**config.mk**
```make
export PLATFORM = sky130hd
export DESIGN_NAME = nextpc_unit
export DESIGN_NICKNAME = d
export VERILOG_FILES = /design/src/rtl/nextpc_unit.sv
export SDC_FILE = /design/constraint.sdc
export NUM_CORES = 1
export LEC_CHECK = 0
export BUFFER_PORTS_ARGS = -buffer_cell sky130_fd_sc_hd__buf_4
export CAP_MARGIN = 10
export CELL_PAD_IN_SITES_DETAIL_PLACEMENT = 1
export CELL_PAD_IN_SITES_GLOBAL_PLACEMENT = 1
export CORE_MARGIN = 2
export CORE_UTILIZATION = 40
export CTS_CLUSTER_SIZE = 28
export DETAILED_ROUTE_END_ITERATION = 6
export HOLD_SLACK_MARGIN = 0.05
export PLACE_DENSITY_LB_ADDON = 0.1
export SLEW_MARGIN = 20
export SYNTH_ARGS = -nofsm -noshare
export SYNTH_HDL_FRONTEND = slang
export SYNTH_SLANG_ARGS = --single-unit
```
**constraint.sdc**
```tcl
create_clock -name clk -period 3.97 [get_ports clk]
set_input_delay 0.1985 -clock clk [delete_from_list [all_inputs] [get_ports clk]]
set_output_delay 0.1985 -clock clk [all_outputs]
set_load 0.02 [all_outputs]
```
**src/rtl/nextpc_unit.sv**
```systemverilog
module nextpc_unit #(
  parameter logic [31:0] RESET_VEC = 32'h8000_0000,
  parameter logic [31:0] TRAP_VEC  = 32'h8000_0040,
  parameter logic [31:0] IRQ_VEC   = 32'h8000_0080
) (
  input  logic        clk,
  input  logic        rst,
  input  logic        adv_en,
  input  logic [2:0]  pc_sel,
  input  logic [31:0] rs_instr,
  input  logic [31:0] rs_opnd,
  output logic        opnd_zero,
  output logic [31:0] pc_fetch,
  output logic [31:0] rs_pc_plus4,
  output logic [31:0] pc_next
);

  localparam logic [2:0] SEL_SEQ  = 3'd0;
  localparam logic [2:0] SEL_BZ   = 3'd1;
  localparam logic [2:0] SEL_BNZ  = 3'd2;
  localparam logic [2:0] SEL_JREG = 3'd3;
  localparam logic [2:0] SEL_JABS = 3'd4;
  localparam logic [2:0] SEL_TRAP = 3'd5;
  localparam logic [2:0] SEL_IRQ  = 3'd6;

  logic [31:0] pc_q, rs4_q;
  logic [31:0] seq_pc, br_tgt, abs_tgt;

  assign opnd_zero = (rs_opnd == 32'd0);
  assign seq_pc    = pc_q + 32'd4;
  assign br_tgt    = rs4_q + {{14{rs_instr[15]}}, rs_instr[15:0], 2'b00};
  assign abs_tgt   = {rs4_q[31:29], 1'b0, rs_instr[25:0], 2'b00};

  always_comb begin
    case (pc_sel)
      SEL_BZ:   pc_next = opnd_zero ? br_tgt : seq_pc;
      SEL_BNZ:  pc_next = opnd_zero ? seq_pc : br_tgt;
      SEL_JREG: pc_next = rs_opnd;
      SEL_JABS: pc_next = abs_tgt;
      SEL_TRAP: pc_next = TRAP_VEC;
      SEL_IRQ:  pc_next = IRQ_VEC;
      default:  pc_next = seq_pc;
    endcase
  end

  always_ff @(posedge clk) begin
    if (rst) begin
      pc_q  <= RESET_VEC;
      rs4_q <= RESET_VEC;
    end else if (adv_en) begin
      pc_q  <= pc_next;
      rs4_q <= seq_pc;
    end
  end

  assign pc_fetch    = pc_q;
  assign rs_pc_plus4 = rs4_q;

  p_reset_vec_r1: assert property (@(posedge clk)
    rst |=> (pc_fetch == RESET_VEC && rs_pc_plus4 == RESET_VEC));

  p_seq_step_r2: assert property (@(posedge clk) disable iff (rst)
    (adv_en && (pc_sel == SEL_SEQ || pc_sel == 3'd7)) |=> pc_fetch == $past(pc_fetch) + 32'd4);

  p_jreg_r5: assert property (@(posedge clk) disable iff (rst)
    (adv_en && pc_sel == SEL_JREG) |=> pc_fetch == $past(rs_opnd));

  p_vectors_r7: assert property (@(posedge clk) disable iff (rst)
    (adv_en && pc_sel == SEL_TRAP) |=> pc_fetch == TRAP_VEC);

  p_stall_hold_r8: assert property (@(posedge clk) disable iff (rst)
    !adv_en |=> ($stable(pc_fetch) && $stable(rs_pc_plus4)));

  p_delay_slot_r9: assert property (@(posedge clk) disable iff (rst)
    adv_en |=> rs_pc_plus4 == $past(pc_fetch) + 32'd4);

  p_zero_flag_r10: assert property (@(posedge clk)
    opnd_zero == ($countones(rs_opnd) == 0));

endmodule

```
==> impl_metrics.yaml <==
setup_path:
  critPathKind: "flip-flop to primary output"
  crit_slowest_cell: "fa_1"
  crit_chain: "ha_1 -> inv_1 -> fa_1 -> nand2b_1 -> a21oi_1 -> o21bai_1 -> nor2b_1 -> o31a_1 -> o211a_1 -> a211oi_2 -> nand2_1 -> buf_4"
  endpoint_kind: "primary output"
  worstPathRequired_ns: 3.77
  critPathMaxFanout: 5
  slowest_delay_ns: 0.40
  cp-start-kind: "flip-flop"
  reg2regPathDepth: 11
  cp.arrival_ns: 3.55
synth:
  syn_nets: 825
  synth_edf_count: 0
  yosys.area.top_type_share: 0.234
  synthFlopType: "dfxtp_1"
  synthTopCellsByArea: "dfxtp_1, ha_1, nor2_1"
  ys_warn_count: 0
  synth_cell_types: 72
  mappedNetlistArea_um2: 5480
  yosysSeqAreaShare: 0.234
  async_reset_ff_frac: 0
  syn_avg_cell_area_um2: 7.57
  synth_seq_cells: 64
  syn_inst: 724
  yosysTopAreaCell: "dfxtp_1"
floorplan:
  chipWidth_um: 121
  die_h_um: 121
  start_util: 0.412
  core_um2: 13300
  die_area_um2: 14700
  io_pins: 167
  placementRows: 42
finish:
  drive_above_1_share: 0.248
  stdcell_area_um2: 7120
  final_util: 0.536
  area_growth_syn_to_layout_pct: 29.9
  antenna_cells: 0
  stdcell_count: 1039
  nets: 959
routing:
  avgRoutedWirePerCell_um: 22.1
  first_pass_iters: 5
  num_vias: 6366
  drc: 0
  viasPerCell: 6.13
  drtIter0Drc: 355
  final_antenna_net_count: 0
  finalWirelength_um: 23000
power_and_ir_drop:
  totalPowerFinal_mw: 2.51
  peakVddDrop_mv: 0.201
  p_leak_nw: 3.18
  power-per-cell-area_nw_per_um2: 352
clock_network:
  clk_pin_slew_worst_paths_ns: 0.06
  numCtsBuffers: 9
  postCtsSetupBuffers: 0
  root_buffer: "clkbuf_16"
  clk-insertion-delay-late_ns: 0.35
  cts_tree: "built"
  ctsResizeCount: 0
  htree_levels: 3
  cts_hold_buf: 0
  cts_sinks: 64
  cts_buffer_depth: 2
placement:
  gp_congestion: 0.956
  dp_hpwl_um: 16900
  placed_cells: 1023
  preCtsSetupSlack_ns: 0.741
  io_buffers: 160
  place_area_um2: 6780
timing:
  rsz0062_at_grt: "false"
  slew_headroom: 0.254
  fmax_ghz: 0.267
  clock_skew_ns: 0.00853
  maxSlewViolCount: 0
  period_needed_ns: 3.75
  tightest_slew_ns: 1.11
  fin_tns_setup_ns: 0
  setup_viol: 0
  period_share: 0.945
  whs_ns: 0.268
  finalWorstSetupSlack_ns: 0.220
  finalHoldViolCount: 0
min_path:
  hold_class: "input port to flip-flop"
  worstHoldPathCells: 4
job:
  cap_viol_max_count: 0
global_routing:
  grt_pass1_vias: 6644
  grt_max_degree: 97
  grtUsageTotal: 0.316
  grt_pass1_wl_um: 36100
  overflow: 0
  antenna_found_initial: 0
outcome:
  status: "finished, final reports clean"
cell families (layout without fill, tap and decap cells):
| group | after synthesis | count (layout) | share of synthesized area |
|---|---|---|---|
| and+or+nand+nor | 288 | 288 | 0.263 |
| AOI/OAI and AO/OA | 234 | 234 | 0.307 |
| DFF | 64 | 64 | 0.234 |
| buffers and inverters | 56 | 195 | 0.0413 |
| xor gates and xnor gates | 44 | 44 | 0.0703 |
| adders and majority gates | 31 | 31 | 0.0721 |
| muxes | 7 | 7 | 0.0128 |
final timing paths:
kind | start | endpoint | slack (ns)
worst min register to register | rs_pc_plus4[23]$_SDFFE_PP0P_ | rs_pc_plus4[23]$_SDFFE_PP0P_ | 0.51
worst max register to register | rs_pc_plus4[2]$_SDFFE_PP0P_ | pc_fetch[30]$_SDFFE_PP0P_ | 0.75
worst max-delay path | rs_pc_plus4[2]$_SDFFE_PP0P_ | pc_next[26] | 0.22
worst min-delay path | rs_instr[2] | pc_fetch[4]$_SDFFE_PP0P_ | 0.27
Yosys cell counts (17+ instances only):
cell / instances
nand3_1: 25
a211oi_1: 29
nand4_1: 17
o21ai_0: 30
dfxtp_1: 64
nor3_1: 25
a21o_1: 19
xnor2_1: 19
nand2_1: 60
nor2_1: 94
a21oi_1: 43
xor2_1: 25
clkbuf_1: 36
ha_1: 30
state kept, by name, summed over array words and instances, names as in the netlist:
| signal | count |
|---|---|
| pc_fetch | 32 |
| rs_pc_plus4 | 32 |
layout make-up:
cell class	instances	area [um2]
clock buffers	9	225
multi-input cells	604	3980
well taps	176	220
flip-flops and latches	64	1280
clock inverters	7	120
repair buffers	166	1250
fillers	1653	6170
inverters	13	48.8
placed cells by master, fill, tap and decap left out, types with 10 or more instances in the layout:
master	count
buf_4	166
nor2_1	93
dfxtp_1	64
nand2_1	60
a21oi_1	42
o21ai_0	30
ha_1	30
a211oi_1	29
nor3_1	25
nand3_1	25
xor2_1	25
a21o_1	19
xnor2_1	19
nand4_1	17
a22oi_1	16
inv_1	12
o21a_1	10
metal layers:
layer  GRT usage  vias to the layer above  share of wire
met5           0                        -              0
met4       0.140                        0          0.035
met3      0.0423                       44          0.046
met2       0.549                      213           0.50
met1       0.389                     3130           0.42
li1            -                     2979              -
critical path, delay by kind of cell, from the launching register on:
family | cells | cell delay (ns)
compound gates | 5 | 1.47
flops | 1 | 0.36
buf+inv | 2 | 0.23
fa+ha+maj | 2 | 0.60
simple gates | 3 | 0.55
power by group:
part | internal, mW | switching [mW] | leakage (nW)
Combinational | 0.323 | 0.482 | 2.49
Sequential | 0.686 | 0.0588 | 0.529
Clock | 0.615 | 0.345 | 0.166
No activity file was read; power rests on OpenSTA's default activity.
